**src/rtl/rlp_pkg.sv**
```systemverilog
`timescale 1ns/1ps
package rlp_pkg;

  // a threshold of zero would promote on nothing; treat it as one
  function automatic int rlp_floor_thr(int t);
    return (t < 1) ? 1 : t;
  endfunction

  // one adaptive step taken at an epoch boundary
  function automatic int rlp_next_thr(int thr, int promos, int budget, int cap);
    if (promos > budget) return (thr >= cap) ? cap : thr + 1;
    if (promos == 0)     return (thr <= 1) ? 1 : thr - 1;
    return thr;
  endfunction

  function automatic int rlp_sat_inc(int v, int cap);
    return (v >= cap) ? cap : v + 1;
  endfunction

endpackage

```
**src/rtl/rlp_miss_table.sv**
```systemverilog
`timescale 1ns/1ps
module rlp_miss_table #(
  parameter int ROW_W = 16,
  parameter int IDX_W = 3,
  parameter int CNT_W = 4
) (
  input  logic             clk,
  input  logic             rst_n,
  input  logic             acc_valid,
  input  logic             acc_hit,
  input  logic [ROW_W-1:0] acc_row,
  input  logic [CNT_W-1:0] thresh,
  input  logic             clear,
  output logic             promote,
  output logic [ROW_W-1:0] promote_row
);
  localparam int TAG_W = ROW_W - IDX_W;
  localparam int DEPTH = 1 << IDX_W;

  logic [DEPTH-1:0] vld_q;
  logic [TAG_W-1:0] tag_q [DEPTH];
  logic [CNT_W-1:0] cnt_q [DEPTH];

  logic [IDX_W-1:0] idx;
  logic [TAG_W-1:0] tag;
  logic             match;
  logic             count_ev;
  logic [CNT_W-1:0] next_cnt;

  always_comb begin
    idx      = acc_row[IDX_W-1:0];
    tag      = acc_row[ROW_W-1:IDX_W];
    match    = vld_q[idx] && (tag_q[idx] == tag);
    count_ev = acc_valid && !acc_hit && !clear;
    next_cnt = match ? (cnt_q[idx] + CNT_W'(1)) : CNT_W'(1);
    promote  = count_ev && (next_cnt >= thresh);
  end

  assign promote_row = acc_row;

  always_ff @(posedge clk or negedge rst_n) begin
    if (!rst_n) begin
      vld_q <= '0;
      for (int i = 0; i < DEPTH; i++) begin
        tag_q[i] <= '0;
        cnt_q[i] <= '0;
      end
    end else if (clear) begin
      vld_q <= '0;
    end else if (count_ev) begin
      vld_q[idx] <= 1'b1;
      tag_q[idx] <= tag;
      cnt_q[idx] <= promote ? '0 : next_cnt;
    end
  end

  // a fresh occupant starts counting at one
  a_r3_fresh_starts_at_one: assert property (@(posedge clk) disable iff (!rst_n)
    (count_ev && !match && !promote) |=> (vld_q[$past(idx)] && cnt_q[$past(idx)] == CNT_W'(1)));

  // promotion leaves the slot at zero
  a_r4_zero_after_promote: assert property (@(posedge clk) disable iff (!rst_n)
    promote |=> (cnt_q[$past(idx)] == '0));

  // epoch clear empties the table
  a_r5_clear_empties: assert property (@(posedge clk) disable iff (!rst_n)
    clear |=> (vld_q == '0));

  // a row-buffer hit never leads to promotion
  a_r2_hit_no_promote: assert property (@(posedge clk) disable iff (!rst_n)
    (acc_valid && acc_hit) |-> !promote);

endmodule

```
**src/rtl/rlp_epoch_ctrl.sv**
```systemverilog
`timescale 1ns/1ps
module rlp_epoch_ctrl
  import rlp_pkg::*;
#(
  parameter int CNT_W = 4,
  parameter int EP_W  = 16,
  parameter int BUD_W = 8
) (
  input  logic             clk,
  input  logic             rst_n,
  input  logic [EP_W-1:0]  cfg_epoch_len,
  input  logic             cfg_dyn,
  input  logic [CNT_W-1:0] cfg_thresh,
  input  logic [BUD_W-1:0] cfg_budget,
  input  logic             promote,
  output logic             epoch_end,
  output logic [CNT_W-1:0] thresh
);
  localparam int CNT_MAX = (1 << CNT_W) - 1;
  localparam int BUD_MAX = (1 << BUD_W) - 1;

  logic [EP_W-1:0]  ep_q;
  logic [BUD_W-1:0] pcnt_q;
  logic [CNT_W-1:0] thr_q;
  logic [CNT_W-1:0] static_thr;
  logic [CNT_W-1:0] adapt_thr;

  assign epoch_end  = (cfg_epoch_len != '0) && (ep_q >= cfg_epoch_len - EP_W'(1));
  assign static_thr = CNT_W'(rlp_floor_thr(int'(cfg_thresh)));
  assign adapt_thr  = CNT_W'(rlp_next_thr(int'(thr_q), int'(pcnt_q), int'(cfg_budget), CNT_MAX));
  assign thresh     = cfg_dyn ? thr_q : static_thr;

  always_ff @(posedge clk or negedge rst_n) begin
    if (!rst_n) begin
      ep_q   <= '0;
      pcnt_q <= '0;
      thr_q  <= CNT_W'(1);
    end else begin
      if (cfg_epoch_len == '0 || epoch_end) ep_q <= '0;
      else                                  ep_q <= ep_q + EP_W'(1);

      if (epoch_end)    pcnt_q <= '0;
      else if (promote) pcnt_q <= BUD_W'(rlp_sat_inc(int'(pcnt_q), BUD_MAX));

      if (!cfg_dyn)       thr_q <= static_thr;
      else if (epoch_end) thr_q <= adapt_thr;
    end
  end

  // adaptive threshold never falls to zero
  a_r9_floor: assert property (@(posedge clk) disable iff (!rst_n)
    thr_q != '0);

  // adaptive threshold only moves at an epoch boundary
  a_r8_moves_at_epoch_only: assert property (@(posedge clk) disable iff (!rst_n)
    (cfg_dyn && !epoch_end) |=> $stable(thr_q));

  // busy epoch raises threshold by exactly one
  a_r8_rise_by_one: assert property (@(posedge clk) disable iff (!rst_n)
    (cfg_dyn && epoch_end && (int'(pcnt_q) > int'(cfg_budget)) && (int'(thr_q) < CNT_MAX))
      |=> (thr_q == $past(thr_q) + CNT_W'(1)));

endmodule

```
**src/rtl/rlp_mig_buf.sv**
```systemverilog
`timescale 1ns/1ps
module rlp_mig_buf
  import rlp_pkg::*;
#(
  parameter int ROW_W  = 16,
  parameter int DROP_W = 8
) (
  input  logic              clk,
  input  logic              rst_n,
  input  logic              push,
  input  logic [ROW_W-1:0]  push_row,
  input  logic              mig_ready,
  output logic              mig_valid,
  output logic [ROW_W-1:0]  mig_row,
  output logic [DROP_W-1:0] drop_count
);
  localparam int DROP_MAX = (1 << DROP_W) - 1;

  logic              mv_q;
  logic [ROW_W-1:0]  row_q;
  logic [DROP_W-1:0] drop_q;
  logic              accept;
  logic              drop;

  assign accept = push && (!mv_q || mig_ready);
  assign drop   = push && mv_q && !mig_ready;

  always_ff @(posedge clk or negedge rst_n) begin
    if (!rst_n) begin
      mv_q   <= 1'b0;
      row_q  <= '0;
      drop_q <= '0;
    end else begin
      if (accept) begin
        mv_q  <= 1'b1;
        row_q <= push_row;
      end else if (mig_ready) begin
        mv_q  <= 1'b0;
      end
      if (drop) drop_q <= DROP_W'(rlp_sat_inc(int'(drop_q), DROP_MAX));
    end
  end

  assign mig_valid  = mv_q;
  assign mig_row    = row_q;
  assign drop_count = drop_q;

  // stalled request is held unchanged
  a_r6_hold_when_stalled: assert property (@(posedge clk) disable iff (!rst_n)
    (mv_q && !mig_ready) |=> (mv_q && $stable(row_q)));

  // accepted promotion appears on the output
  a_r1_loaded: assert property (@(posedge clk) disable iff (!rst_n)
    (push && (!mv_q || mig_ready)) |=> (mv_q && row_q == $past(push_row)));

  // drop counter moves only for a blocked promotion
  a_r7_count_only_drops: assert property (@(posedge clk) disable iff (!rst_n)
    !(push && mv_q && !mig_ready) |=> $stable(drop_q));

endmodule

```
**src/rtl/rlp_placement_monitor.sv**
```systemverilog
`timescale 1ns/1ps
module rlp_placement_monitor #(
  parameter int ROW_W  = 16,
  parameter int IDX_W  = 3,
  parameter int CNT_W  = 4,
  parameter int EP_W   = 16,
  parameter int BUD_W  = 8,
  parameter int DROP_W = 8
) (
  input  logic              clk,
  input  logic              rst_n,
  input  logic              acc_valid,
  input  logic              acc_hit,
  input  logic [ROW_W-1:0]  acc_row,
  input  logic [CNT_W-1:0]  cfg_thresh,
  input  logic              cfg_dyn,
  input  logic [EP_W-1:0]   cfg_epoch_len,
  input  logic [BUD_W-1:0]  cfg_budget,
  output logic              mig_valid,
  input  logic              mig_ready,
  output logic [ROW_W-1:0]  mig_row,
  output logic [CNT_W-1:0]  cur_thresh,
  output logic [DROP_W-1:0] drop_count
);
  logic             promote;
  logic [ROW_W-1:0] promote_row;
  logic             epoch_end;
  logic [CNT_W-1:0] thresh;

  rlp_miss_table #(.ROW_W(ROW_W), .IDX_W(IDX_W), .CNT_W(CNT_W)) u_table (
    .clk(clk), .rst_n(rst_n),
    .acc_valid(acc_valid), .acc_hit(acc_hit), .acc_row(acc_row),
    .thresh(thresh), .clear(epoch_end),
    .promote(promote), .promote_row(promote_row)
  );

  rlp_epoch_ctrl #(.CNT_W(CNT_W), .EP_W(EP_W), .BUD_W(BUD_W)) u_epoch (
    .clk(clk), .rst_n(rst_n),
    .cfg_epoch_len(cfg_epoch_len), .cfg_dyn(cfg_dyn),
    .cfg_thresh(cfg_thresh), .cfg_budget(cfg_budget),
    .promote(promote), .epoch_end(epoch_end), .thresh(thresh)
  );

  rlp_mig_buf #(.ROW_W(ROW_W), .DROP_W(DROP_W)) u_buf (
    .clk(clk), .rst_n(rst_n),
    .push(promote), .push_row(promote_row), .mig_ready(mig_ready),
    .mig_valid(mig_valid), .mig_row(mig_row), .drop_count(drop_count)
  );

  assign cur_thresh = thresh;

  // nothing pending in the first cycle after reset
  a_r11_idle_after_reset: assert property (@(posedge clk) disable iff (!rst_n)
    $rose(rst_n) |-> !mig_valid);

endmodule

```
**config.mk**
```make
export PLATFORM = sky130hd
export DESIGN_NAME = rlp_placement_monitor
export DESIGN_NICKNAME = d
export VERILOG_FILES = /design/src/rtl/rlp_pkg.sv /design/src/rtl/rlp_miss_table.sv /design/src/rtl/rlp_epoch_ctrl.sv /design/src/rtl/rlp_mig_buf.sv /design/src/rtl/rlp_placement_monitor.sv
export SDC_FILE = /design/constraint.sdc
export NUM_CORES = 1
export LEC_CHECK = 0
export CORE_ASPECT_RATIO = 1.2
export CORE_MARGIN = 4
export CORE_UTILIZATION = 30
export DETAILED_ROUTE_END_ITERATION = 12
export GPL_TIMING_DRIVEN = 0
export HOLD_SLACK_MARGIN = 0.1
export PLACE_DENSITY_LB_ADDON = 0.05
export SYNTH_ARGS = -nofsm -noshare
export SYNTH_HDL_FRONTEND = slang
export SYNTH_SLANG_ARGS = --single-unit
```
**constraint.sdc**
```tcl
create_clock -name clk -period 3.95 [get_ports clk]
set_clock_uncertainty 0.15 [all_clocks]
set_input_delay 0.79 -clock clk [delete_from_list [all_inputs] [get_ports clk]]
set_output_delay 0.79 -clock clk [all_outputs]
set_load 0.02 [all_outputs]
```
==> qor.csv <==
metric;value;unit
coreArea;0.0344;mm^2
grt_pass1_vias;7855;
peakVddDrop;0.302;mV
worst_slack;-0.348;ns
synth_area_leaders;dfrtp_1 47%, mux2_2 12%, ha_1 4.4%;
hold_violations;0;
fp.dieH;213;um
critical_path.most_common_cell;a21o_1;
slew-limit-headroom;0.210;
synth_top_area_share;0.466;
fmax;233;MHz
synthCells;903;
critPathMaxStageDelay;0.41;ns
nets;1164;
critPathMaxFanout;7;
synth_edf_count;0;
end_kind;register;
tightest_slew;1.17;ns
design_area;0.0145;mm^2
dr.first_iter.drc_count;359;
rsz0062_at_grt;true;
synth.area.mux_share;0.212;
root_buffer;clkbuf_16;
status;finished, violations left;
dieArea;0.0381;mm^2
drive_gt1_frac;0.405;
placementRows;74;
drv_slew;0;
drt_wl_total;32.3;mm
syn_nets;990;
firstDrtPassIters;5;
wl_per_cell;20.9;um
ant_nets;0;
violations;negative setup slack;
synth_top_family_by_area;multiplexers;
drc;0;
synthArstFlopShare;1.00;
worstSetupPathType;in2reg;
antennaDiodeCount;0;
vias;7669;
antenna_found_initial;0;
place_inst;1424;
routed_via_density;4.96;
ys_seq_area_frac;0.469;
layout.cells.non_filler;1546;
finalCriticalPeriod;4.30;ns
cts.sinks;197;
setup_violations;118;
path_cells;buf_8 > buf_12 > buf_4 > and2_1 > a221oi_2 > nor2_1 > or3_4 > a2111oi_4 > buf_4 > nand4_4 > inv_1 > ha_1 > a21o_1 > a21o_1 > a21o_1 > nand3_4 > nor2b_4 > buf_12 > buf_16 > mux2_4;
postCtsHoldBufs;0;
ios;79;
max_cap_viol_count;0;
crit_required;4.13;ns
synth-seq-cells;197;
place_congestion;0.761;
ys_types;66;
grt_max_degree;109;
dpl.hpwl;20.7;mm
cts_tree;yes;
grt_overflow;0;
hp-class;in2async;
clk_latency;0.46;ns
synth-main-ff-cell;dfrtp_1;
p_leak;0.00651;uW
fin_total_pwr;6160;uW
post-route-period-util;1.09;
synth-compound-area-share;0.0931;
syn-cell-area;0.0105;mm^2
post_dp_cell_area;0.0121;mm^2
synth_simple_gate_area_share;0.107;
cp_slowest_cell;or3_4;
area_growth;38.2;%
worstPathArrival;4.48;ns
cts_buffers;17;
fin_util;0.423;
grtUsageTotal;0.171;
cts_buffer_depth;2;
powerDensity;423;mW/mm^2
htree_num_levels;4;
synthAdderAreaFrac;0.0440;
synth_area_leader_cell;dfrtp_1;
initial_core_util;0.306;
die_w;179;um
grt_pass1_wl;49.1;mm
crit_family;compound AO/OA/AOI/OAI gates;
port_buffers;64;
start_kind;input port;
worst-path-buf-inv;7;
yosysWarningCount;0;
avgSynthCellArea;11.6;um^2
path_clk_slew;0.07;ns
synth-xor-area-share;0.0350;
==> timing repair <==
action                                 in CTS  in global routing
cloned                                      4                  3
resized for setup                         131                120
pin swaps                                  34                 36
buffers inserted                           52                 35
endpoints found under the hold margin       0                  0
setup endpoints to repair                 197                179
==> area by class of cell <==
class / instances / area (um^2)
fillers: 3232 / 19800
repair buffers: 158 / 1820
multi-input cells: 623 / 5930
flip-flops and latches: 197 / 4930
clock inverters: 14 / 185
well taps: 456 / 571
plain buffers: 49 / 544
clock buffers: 18 / 439
inverters: 31 / 119
==> kinds of logic (layout without fill, tap and decap cells) <==
logic type                 count (synthesis)  count (layout)
xor gates and xnor gates                  42              42
adders and majority gates                 37              37
and+or+nand+nor                          220             220
DFF                                      197             197
muxes                                    177             177
buffers and inverters                     83             270
AOI/OAI and AO/OA                        147             147
==> metal layers <==
| metal | track usage | wire length [um] |
|---|---|---|
| met5 | 0 | 0 |
| met4 | 0.0500 | 532 |
| met3 | 0.0221 | 774 |
| met2 | 0.293 | 16600 |
| met1 | 0.228 | 14300 |
==> cell usage after synthesis (6+ instances only) <==
cell	instances
dfrtp_1	196
nand2_1	60
mux2i_1	25
mux2_2	109
o21ai_0	28
nand4_1	13
xor2_1	21
a21oi_1	26
mux2_4	15
inv_1	29
mux2_1	9
buf_1	9
nand2b_1	10
buf_2	16
o22ai_1	7
nor4_1	6
a21o_1	9
o21ai_2	8
nor3_1	11
nand3_1	20
buf_6	7
mux4_2	19
and3_1	8
a22oi_1	6
a221oi_1	10
ha_1	37
clkbuf_1	15
nor2_1	55
o21ai_1	24
xnor2_1	21
nor2b_1	12
==> per-stage QoR <==
stage / hold slack [ns] / setup TNS [ns] / worst slack, ns
after floorplan: 0.295 / -50.01 / -0.516
after global placement: 0.312 / -1725.10 / -7.33
after detailed placement: 0.320 / -293.10 / -2.08
after CTS: 0.233 / -25.79 / -0.479
after global routing: 0.265 / -38.51 / -0.501
final: 0.209 / -16.20 / -0.348
==> registers in the layout, summed over array words and instances (netlist names) <==
register / cells
u_buf.drop_count: 8
u_buf.mig_row: 16
u_buf.mig_valid: 1
u_epoch.ep_q: 16
u_epoch.pcnt_q: 8
u_epoch.thr_q: 4
u_table.cnt_q: 32
u_table.tag_q: 104
u_table.vld_q: 8
==> path summary, 6_finish.rpt <==
kind                                                    start                         endpoint  slack, ns  cells past startpoint
worst max-delay path                               acc_row[0]     u_buf.mig_row[8]$_DFFE_PN0P_      -0.35                     20
worst min-delay path                                    rst_n    u_buf.mig_row[13]$_DFFE_PN0P_       0.21                      1
worst max register to register  u_table.tag_q[31]$_DFFE_PN0P_     u_buf.mig_row[8]$_DFFE_PN0P_      -0.11                     17
worst min register to register  u_table.cnt_q[11]$_DFFE_PN0P_    u_table.cnt_q[11]$_DFFE_PN0P_       0.33                      2
max in group asynchronous                               rst_n  u_buf.drop_count[3]$_DFFE_PN0P_       2.41                      2
min in group clk                u_table.cnt_q[11]$_DFFE_PN0P_    u_table.cnt_q[11]$_DFFE_PN0P_       0.33                      2
==> power by group <==
group	switching, uW	internal (uW)	leakage (uW)
Sequential	273	2420	0.00247
Clock	899	1040	0.000309
Combinational	664	866	0.00373
==> layout by cell type, fill, tap and decap left out, types with 8 or more instances in the layout <==
cell type          n
dfrtp_1          196
mux2_2            71
mux2_4            61
nand2_1           51
clkdlybuf4s50_1   48
buf_4             45
nor2_1            44
ha_1              36
buf_12            34
o21ai_2           32
inv_1             28
o21ai_0           27
mux2i_1           24
buf_6             24
xnor2_1           21
xor2_1            20
clkbuf_16         20
mux4_2            19
nand3_1           16
a21oi_1           15
nand4_1           13
nor2b_1           10
buf_8             10
a21o_1             9
a21oi_2            9
inv_6              8
(Power assumes the default switching activity.)
